### config.mk
export PLATFORM = sky130hd
export DESIGN_NAME = dxr_xcvr
export DESIGN_NICKNAME = d
export VERILOG_FILES = /design/src/rtl/dxr_pkg.sv /design/src/rtl/dxr_strobe_edge.sv /design/src/rtl/dxr_bus_side.sv /design/src/rtl/dxr_lane.sv /design/src/rtl/dxr_xcvr.sv
export SDC_FILE = /design/constraint.sdc
export NUM_CORES = 1
export LEC_CHECK = 0
export BUFFER_PORTS_ARGS = -buffer_cell sky130_fd_sc_hd__clkbuf_2
export CAP_MARGIN = 20
export CORE_UTILIZATION = 51
export CTS_CLUSTER_DIAMETER = 30
export DETAILED_ROUTE_END_ITERATION = 10
export PLACE_DENSITY = 0.89
export SYNTH_ARGS = -nofsm -noshare
export SYNTH_HDL_FRONTEND = slang
export SYNTH_HIERARCHICAL = 1
export SYNTH_SLANG_ARGS = --single-unit
### constraint.sdc
create_clock -name clk -period 1.5 [get_ports clk]
set_clock_uncertainty 0.05 [all_clocks]
set_input_delay 0.075 -clock clk [delete_from_list [all_inputs] [get_ports clk]]
set_output_delay 0.075 -clock clk [all_outputs]
set_load 0.02 [all_outputs]
### src/rtl/dxr_pkg.sv
package dxr_pkg;

   typedef enum logic {
      SRC_LIVE   = 1'b0,
      SRC_STORED = 1'b1
   } dxr_src_e;

   function automatic logic rise(input logic now_v, input logic prev_v);
      return now_v & ~prev_v;
   endfunction

endpackage

### src/rtl/dxr_strobe_edge.sv
module dxr_strobe_edge (
   input  logic clk,
   input  logic rst,
   input  logic stb,
   output logic fire
);
   logic stb_q;

   always_ff @(posedge clk) begin
      if (rst) stb_q <= 1'b0;
      else     stb_q <= stb;
   end

   assign fire = dxr_pkg::rise(stb, stb_q);
endmodule

### src/rtl/dxr_bus_side.sv
module dxr_bus_side #(
   parameter int W    = 8,
   parameter int KEEP = 1
) (
   input  logic         clk,
   input  logic         rst,
   input  logic         own_oe,
   input  logic [W-1:0] own_val,
   input  logic         ext_oe,
   input  logic [W-1:0] ext_val,
   output logic [W-1:0] pin,
   output logic [W-1:0] far,
   output logic         clash
);
   generate
      if (KEEP != 0) begin : g_keep
         logic [W-1:0] keep_q;
         always_ff @(posedge clk) begin
            if (rst) keep_q <= '0;
            else     keep_q <= pin;
         end
         assign far = ext_oe ? ext_val : keep_q;
      end else begin : g_nokeep
         assign far = ext_oe ? ext_val : '0;
      end
   endgenerate

   assign pin   = own_oe ? own_val : far;
   assign clash = own_oe & ext_oe;
endmodule

### src/rtl/dxr_lane.sv
module dxr_lane #(
   parameter int W    = 8,
   parameter int KEEP = 1
) (
   input  logic         clk,
   input  logic         rst,
   input  logic         b_drv_en,
   input  logic         a_drv_n,
   input  logic         b_sel,
   input  logic         a_sel,
   input  logic         a_stb,
   input  logic         b_stb,
   input  logic         a_ext_oe,
   input  logic [W-1:0] a_ext_val,
   input  logic         b_ext_oe,
   input  logic [W-1:0] b_ext_val,
   output logic [W-1:0] a_out,
   output logic         a_oe,
   output logic [W-1:0] a_pin,
   output logic [W-1:0] b_out,
   output logic         b_oe,
   output logic [W-1:0] b_pin,
   output logic         clash
);
   import dxr_pkg::*;

   logic [W-1:0] a_far, b_far;
   logic [W-1:0] a_reg, b_reg;
   logic         a_fire, b_fire;
   logic         a_clash, b_clash;
   dxr_src_e     b_src, a_src;

   dxr_strobe_edge u_a_edge (.clk(clk), .rst(rst), .stb(a_stb), .fire(a_fire));
   dxr_strobe_edge u_b_edge (.clk(clk), .rst(rst), .stb(b_stb), .fire(b_fire));

   assign b_src = dxr_src_e'(b_sel);
   assign a_src = dxr_src_e'(a_sel);

   // live paths take the far side value so that the two directions never loop
   assign b_out = (b_src == SRC_STORED) ? a_reg : a_far;
   assign a_out = (a_src == SRC_STORED) ? b_reg : b_far;
   assign b_oe  = b_drv_en;
   assign a_oe  = ~a_drv_n;

   dxr_bus_side #(.W(W), .KEEP(KEEP)) u_a_side (
      .clk(clk), .rst(rst), .own_oe(a_oe), .own_val(a_out),
      .ext_oe(a_ext_oe), .ext_val(a_ext_val),
      .pin(a_pin), .far(a_far), .clash(a_clash));

   dxr_bus_side #(.W(W), .KEEP(KEEP)) u_b_side (
      .clk(clk), .rst(rst), .own_oe(b_oe), .own_val(b_out),
      .ext_oe(b_ext_oe), .ext_val(b_ext_val),
      .pin(b_pin), .far(b_far), .clash(b_clash));

   always_ff @(posedge clk) begin
      if (rst) begin
         a_reg <= '0;
         b_reg <= '0;
      end else begin
         if (a_fire) a_reg <= a_pin;
         if (b_fire) b_reg <= b_pin;
      end
   end

   assign clash = a_clash | b_clash;
endmodule

### src/rtl/dxr_xcvr.sv
module dxr_xcvr #(
   parameter int LANES    = 2,
   parameter int LANE_W   = 8,
   parameter int BUS_HOLD = 1
) (
   input  logic                    clk,
   input  logic                    rst,
   input  logic [LANES-1:0]        b_drv_en,
   input  logic [LANES-1:0]        a_drv_n,
   input  logic [LANES-1:0]        b_sel_reg,
   input  logic [LANES-1:0]        a_sel_reg,
   input  logic [LANES-1:0]        a_stb,
   input  logic [LANES-1:0]        b_stb,
   input  logic [LANES-1:0]        a_ext_oe,
   input  logic [LANES*LANE_W-1:0] a_ext_val,
   input  logic [LANES-1:0]        b_ext_oe,
   input  logic [LANES*LANE_W-1:0] b_ext_val,
   output logic [LANES*LANE_W-1:0] a_out,
   output logic [LANES-1:0]        a_oe,
   output logic [LANES*LANE_W-1:0] a_pin,
   output logic [LANES*LANE_W-1:0] b_out,
   output logic [LANES-1:0]        b_oe,
   output logic [LANES*LANE_W-1:0] b_pin,
   output logic [LANES-1:0]        clash
);
   localparam int BUS_W = LANES * LANE_W;

   generate
      if (LANES < 1)                         begin : g_bad_lanes $error("LANES must be at least 1"); end
      if (LANE_W < 1)                        begin : g_bad_width $error("LANE_W must be at least 1"); end
      if (BUS_HOLD != 0 && BUS_HOLD != 1)    begin : g_bad_hold  $error("BUS_HOLD must be 0 or 1"); end
      if (BUS_W > 4096)                      begin : g_bad_total $error("bus too wide"); end

      for (genvar g = 0; g < LANES; g++) begin : g_lane
         dxr_lane #(.W(LANE_W), .KEEP(BUS_HOLD)) u_lane (
            .clk      (clk),
            .rst      (rst),
            .b_drv_en (b_drv_en[g]),
            .a_drv_n  (a_drv_n[g]),
            .b_sel    (b_sel_reg[g]),
            .a_sel    (a_sel_reg[g]),
            .a_stb    (a_stb[g]),
            .b_stb    (b_stb[g]),
            .a_ext_oe (a_ext_oe[g]),
            .a_ext_val(a_ext_val[g*LANE_W +: LANE_W]),
            .b_ext_oe (b_ext_oe[g]),
            .b_ext_val(b_ext_val[g*LANE_W +: LANE_W]),
            .a_out    (a_out[g*LANE_W +: LANE_W]),
            .a_oe     (a_oe[g]),
            .a_pin    (a_pin[g*LANE_W +: LANE_W]),
            .b_out    (b_out[g*LANE_W +: LANE_W]),
            .b_oe     (b_oe[g]),
            .b_pin    (b_pin[g*LANE_W +: LANE_W]),
            .clash    (clash[g]));
      end
   endgenerate
endmodule

==> qor.csv, run 1 <==
metric,value,unit
post-synth top area share,36.00,%
DPL Wire Length,7.343,mm
Error,"[ERROR DPL-0038] Utilization greater than 100%, impossible to legalize",
Worst End Pin Type,output port,
Netlist cell types,17,
post-synth top area cell,dfxtp_1,
Post-DP Area,4818,um2
synth warn,6,
die height,88.11,um
pin count of the biggest net entering global routing,41,
status,stopped before the end,
syn avg cell area,10.22,um2
synthesized flop and latch total,68,
CTS H-tree depth,3,
main area contributors after synthesis,"dfxtp_1, mux2i_1, mux2_4, buf_6, nor2b_1",
initial core utilization,52.41,%
"Net Count, Synth",420,
number of buffers on the longest clock path,2,
Halt Stage,5_1_grt,
Inst Count DP,631,
CTS root buf,clkbuf_8,
IO Port Bufs,119,
row count,31,
Die X,88.11,um
Final Wtd Congestion,0.8151,
Cells after Synth,370,
"Seq/Total Area, Yosys",36.00,%
clock sink total,68,
total CTS buffers,9,
I/O pins,120,
worst_ep grt,b_pin[13],
post-synthesis instance area,3781,um2
==> cell usage after synthesis <==
cell type	number
nor2_1	32
inv_1	34
clkbuf_2	2
a211oi_1	24
buf_4	2
buf_6	18
and2_2	4
buf_1	4
dfxtp_1	68
or2_2	2
mux2_4	32
mux2i_1	64
nor2b_4	8
nor2b_1	32
a21oi_1	32
a211oi_2	8
inv_2	4
==> metrics by stage <==
step	worst slack [ps]	setup TNS, ps
after floorplan	-34.73	-271.2
after CTS	-191.5	-7451
after detailed placement	-175.7	-4744
after global placement	-84.30	-1485
==> repair_timing <==
| item | CTS |
|---|---|
| setup endpoints to repair | 53 |
| pin swaps | 0 |
| hold buffers | 4 |
| hold endpoints to repair | 4 |
| setup buffers | 73 |
| gates resized for setup | 192 |
==> kinds of logic after synthesis <==
logic type             share of synthesized area, %
multiplexers                                  29.65
AND/OR/NAND/NOR                               12.51
flip-flops                                    36.00
AO/OA/AOI/OAI                                 11.65
buffers and inverters                         10.19
==> inputs of run 2 (changes only) <==
Settings changed: CORE_UTILIZATION 51 to 40, CTS_CLUSTER_DIAMETER 30 to not set, PLACE_DENSITY 0.89 to not set, PLACE_DENSITY_LB_ADDON set to 0.15.
==> qor.csv, run 2 <==
metric,value,unit
Worst slew margin,71.24,%
initial antenna violation count,0,
ant diodes,0,
uppermost layer routed,met4,
Post-synth top flop,dfxtp_1,
Post-route DRC,0,
All-Layer GR Usage,24.05,%
worst hold path type,in2reg,
global-route wire length before repair,18.45,mm
clk_lat worst skew,340,ps
total CTS buffers,9,
CTS tree,yes,
asr flop ratio synth,0,%
Combinational Power Share,41.9,%
Worst EP required,1370,ps
Cells after Synth,370,
main area contributors after synthesis,"dfxtp_1, mux2i_1, mux2_4, buf_6, nor2b_1",
Avg WL per Cell,17.04,um
pre-CTS WS,-204.9,ps
RSZ-0062 raised after global routing,true,
CTS root buf,clkbuf_8,
drt initial violations,77,
crit path cell chain,"mux2i_2, inv_1, mux2_4, nor2b_4, a21oi_2, clkbuf_8",
synth warn,6,
storage element area,1389,um2
"Arr. time, crit path",1600,ps
"Net Count, Synth",420,
pin count of the biggest net entering global routing,56,
clock sink total,68,
die height,99.23,um
Tcrit/Tclk final,115.2,%
CP Capture Type,output port,
DR WL met3,651,um
number of buffers on the longest clock path,2,
Critical Path Stages,6,
Die X,99.23,um
Startpoint Class,register,
post-synthesis instance area,3781,um2
row count,35,
status,"complete, but fails checks",
Final Wtd Congestion,0.8080,
Final min period,1728,ps
routed vias/inst,4.926,
I/O pins,120,
DPL Wire Length,7.386,mm
CP Max Fanout,2,
DR WL met2,6.661,mm
sw frac,31.68,%
drt total wl,12.68,mm
final core occ,74.08,%
commonest cells in the netlist,"dfxtp_1, mux2i_1, inv_1",
die area,9846,um2
Final Setup Violations,76,
GRT overflow,0,
Slowest Stage Delay on Critical Path,320,ps
clk slew on worst S/H paths,80,ps
initial core utilization,41.12,%
"commonest non-fill, non-tap cells in the layout","buf_4, buf_6, clkbuf_2",
cell with the most instances after synthesis,dfxtp_1,
fin worst setup slack,-227.6,ps
fin nets,678,
CP top delay family,multiplexers,
CTS H-tree depth,3,
wl on met1,5.025,mm
first-pass iteration count of the detailed router,4,
power density over the cells,874.8,nW/um2
failing checks,negative setup slack,
leakage power,0.003412,uW
"Seq/Total Area, Yosys",36.00,%
syn avg cell area,10.22,um2
WHS Path Cells,2,
Critical Setup Path Class,reg2out,
area of the core,9196,um2
final hold violation count,0,
Fill cells,610,
Post-synth EDFFs,0,
share of layout cells above drive strength 1,70.77,%
area growth from synthesis to layout,80.18,%
Worst-Margin Slew,430.8,ps
Reg power frac,33.7,%
"most common cell after layout, fill and taps aside",buf_4,
post-synth top area share,36.00,%
Psw,1888,uW
Fmax,578.8,MHz
"Buf+Inv Stages, Crit Path",2,
vias in the first global route,3715,
Max Slew Vio Count,0,
synthesized flop and latch total,68,
Antenna Nets Post-Route,0,
vias,3665,
peak supply drop,0.0005934,V
internal cell power,4072,uW
FF-to-FF path depth,10,
Netlist cell types,17,
IO Port Bufs,119,
post-synth top area cell,dfxtp_1,
Multi-input gate area,2511,um2
CP max stage cell,dfxtp_2,
clock network power share,24.4,%
total of max-cap violations,0,
[run 2: worst paths after layout]
| kind | startpoint | endpoint | slack [ps] |
|---|---|---|---|
| setup reg to reg | g_lane[1].u_lane/u_b_side/g_keep.keep_q[3] | g_lane[1].u_lane/u_a_side/g_keep.keep_q[3] | -150 |
| hold / removal | rst | g_lane[0].u_lane/a_reg[6] | 10 |
| setup / recovery | g_lane[0].u_lane/u_a_side/g_keep.keep_q[6] | b_pin[6] | -230 |
| hold reg to reg | g_lane[1].u_lane/a_reg[0] | g_lane[1].u_lane/a_reg[0] | 450 |
[run 2: what timing repair did]
item | CTS | global route
endpoints found under the setup margin | 51 | 95
resized for setup | 186 | 151
buffers inserted | 53 | 45
hold endpoints to repair | 4 | 0
pin swaps | 0 | 4
hold buffers | 6 | 0
[run 2: metal layers]
metal | up-vias | global-route usage (%)
met2 | 119 | 43.70
met1 | 1756 | 27.14
met4 | 0 | 10.29
met5 | - | 0
li1 | 1765 | -
met3 | 25 | 5.060
[run 2: cells by family after synthesis]
kind of cell	share of synthesized area, %
mux	29.65
flops	36.00
compound gates	11.65
simple gates	12.51
buf+inv	10.19
[run 2: area by class of cell]
type                            instances  area share (%)
Inverter                               38           2.094
Multi-Input combinational cell        238           36.86
Sequential cell                        68           20.39
Timing Repair Buffer                  273           35.96
Tap cell                              111           2.039
Clock inverter                          1         0.07346
Clock buffer                           15           2.590
[run 2: worst reg2reg max path: cells and delay by family, from the launching register on]
kind | cells | cell delay (ps)
flip-flops | 1 | 320
multiplexers | 2 | 460
AND/OR/NAND/NOR | 1 | 140
buffers and inverters | 6 | 530
AO/OA/AOI/OAI | 1 | 30
[run 2: power groups by stage]
stage                     logic [uW]  registers, uW  clock network, uW
after floorplan                  985           2020                  0
after global placement          1540           2030                  0
after detailed placement        1560           2030                  0
after CTS                       2120           1990               1460
after global routing            2630           2020               1560
final                           2500           2010               1450
[run 2: per-stage QoR]
step           hold slack [ps]  TNS (ps)  cells  power, uW  cell area, um2
2_1_floorplan            89.28    -271.2    370       3002            3811
3_3_place_gp             260.6     -4815    640       3564            4836
3_5_place_dp             263.7     -6861    640       3587            4836
4_1_cts                  1.221     -6933    715       5581            6215
5_1_grt                  24.11    -13840    744       6207            6813
6_report                 11.42     -8493    744       5960            6813
No activity file was read; power rests on OpenSTA's default activity.
==> inputs of run 3 (changes only) <==
Settings changed: CTS_BUF_LIST set to sky130_fd_sc_hd__clkbuf_16.
==> qor.csv, run 3 (synthesis gave the netlist of run 2 again) <==
metric,value,unit
RSZ-0062 raised after global routing,true,
worst hold path type,in2reg,
"commonest non-fill, non-tap cells in the layout","buf_4, clkbuf_2, dfxtp_1",
Startpoint Class,register,
internal cell power,4361,uW
CTS H-tree depth,3,
ant diodes,0,
pin count of the biggest net entering global routing,56,
crit path cell chain,"mux2i_2, inv_1, mux2_4, nor2b_4, a21oi_2, buf_6",
CP max stage cell,dfxtp_2,
Psw,1917,uW
GRT overflow,0,
vias,3631,
"most common cell after layout, fill and taps aside",buf_4,
met1 usage,27.59,%
fin nets,668,
drt initial violations,66,
IO Port Bufs,119,
first-pass iteration count of the detailed router,4,
Final min period,1707,ps
die area,9846,um2
most utilized layer in the global route result,met2,
status,"complete, but fails checks",
power density over the cells,931.6,nW/um2
met2 Usage GRT,43.00,%
peak supply drop,0.0006215,V
Reg power frac,32.0,%
initial antenna violation count,0,
routed vias/inst,4.947,
met3 Track Usage GR,6.746,%
row count,35,
clk slew on worst S/H paths,50,ps
hold slack,5.552,ps
fin worst setup slack,-207.4,ps
clock network power share,29.5,%
I/O pins,120,
Tcrit/Tclk final,113.8,%
Worst EP required,1370,ps
Design Power,6278,uW
CP Max Fanout,2,
Final Wtd Congestion,0.8080,
CTS tree,yes,
Fmax,585.7,MHz
Worst slew margin,71.79,%
final hold violation count,0,
Critical Setup Path Class,reg2out,
CP Capture Type,output port,
reg-to-reg setup timing slack,-110,ps
Slowest Stage Delay on Critical Path,320,ps
Max Slew Vio Count,0,
total of max-cap violations,0,
total CTS buffers,9,
failing checks,negative setup slack,
clk_lat worst skew,330,ps
All-Layer GR Usage,24.16,%
CTS root buf,clkbuf_16,
global-route wire length before repair,18.52,mm
Fill cells,612,
clock sink total,68,
"Arr. time, crit path",1580,ps
Post-route DRC,0,
Combinational Power Share,38.5,%
initial core utilization,41.12,%
drt total wl,12.23,mm
share of layout cells above drive strength 1,69.34,%
Antenna Nets Post-Route,0,
Worst-Margin Slew,422.5,ps
leakage power,0.003388,uW
vias in the first global route,3701,
DPL Wire Length,7.386,mm
area growth from synthesis to layout,78.23,%
die height,99.23,um
Die X,99.23,um
number of buffers on the longest clock path,2,
Avg WL per Cell,16.66,um
sw frac,30.53,%
area of the core,9196,um2
Final Setup Violations,75,
## run 3: cell count changes in the layout (fill, tap and decap cells not counted), sizes merged
cell | before | now
clkbuf | 96 | 94
dlygate4sd3 | 6 | 4
clkinv | 1 | 4
buf | 186 | 174
inv | 38 | 41
## run 3: critical path, delay by kind of cell (launching register included)
family	cells	cell delay [ps]
and+or+nand+nor	1	150
buffers and inverters	2	230
AOI/OAI and AO/OA	1	60
muxes	2	510
DFF	1	320
## run 3: through the flow
step | worst slack [ps] | TNS [ps] | instance area (um2) | std cells | utilization [%]
5_1_grt | -267.1 | -12520 | 6739 | 734 | 73.28
3_5_place_dp | -204.9 | -6861 | 4836 | 640 | 52.59
6_report | -207.4 | -7174 | 6739 | 734 | 73.28
3_3_place_gp | -165.5 | -4815 | 4836 | 640 | 52.59
4_1_cts | -172.6 | -5831 | 6216 | 707 | 67.59
2_1_floorplan | -34.73 | -271.2 | 3811 | 370 | -
## run 3: per-layer routing
metal	vias to the layer above	routed length, um
li1	1756	-
met3	17	664
met2	102	6517
met1	1756	4865
met4	0	181
met5	-	0
## run 3: path summary, 6_finish.rpt
path | cells past startpoint | endpoint | from
setup / recovery | 6 | a_pin[15] | g_lane[1].u_lane/u_b_side/g_keep.keep_q[7]
setup reg to reg | 9 | g_lane[0].u_lane/u_b_side/g_keep.keep_q[6] | g_lane[0].u_lane/u_a_side/g_keep.keep_q[6]
hold reg to reg | 2 | g_lane[1].u_lane/a_reg[2] | g_lane[1].u_lane/a_reg[2]
hold / removal | 2 | g_lane[1].u_lane/u_a_edge/stb_q | rst
## run 3: power groups by stage
stage	clock network [uW]	registers, uW	logic (uW)
floorplan	0	2020	985
global placement	0	2030	1540
detailed placement	0	2030	1560
CTS	1880	1990	2100
global route	1990	2020	2560
finish	1850	2010	2420
## run 3: final cells by class
class | count | area, um2 | area share (%)
Multi-Input combinational cell | 238 | 2519 | 37.37
Clock buffer | 9 | 225.2 | 3.342
Sequential cell | 68 | 1385 | 20.55
Timing Repair Buffer | 263 | 2301 | 34.14
Tap cell | 111 | 138.9 | 2.061
Clock inverter | 7 | 27.53 | 0.4085
Inverter | 38 | 142.6 | 2.117
## run 3: what timing repair did
action	CTS	global route
hold buffers	4	0
buffers inserted	47	38
pin swaps	0	3
endpoints found under the hold margin	4	0
gates resized for setup	182	125
gates cloned	0	0
setup endpoints to repair	48	85
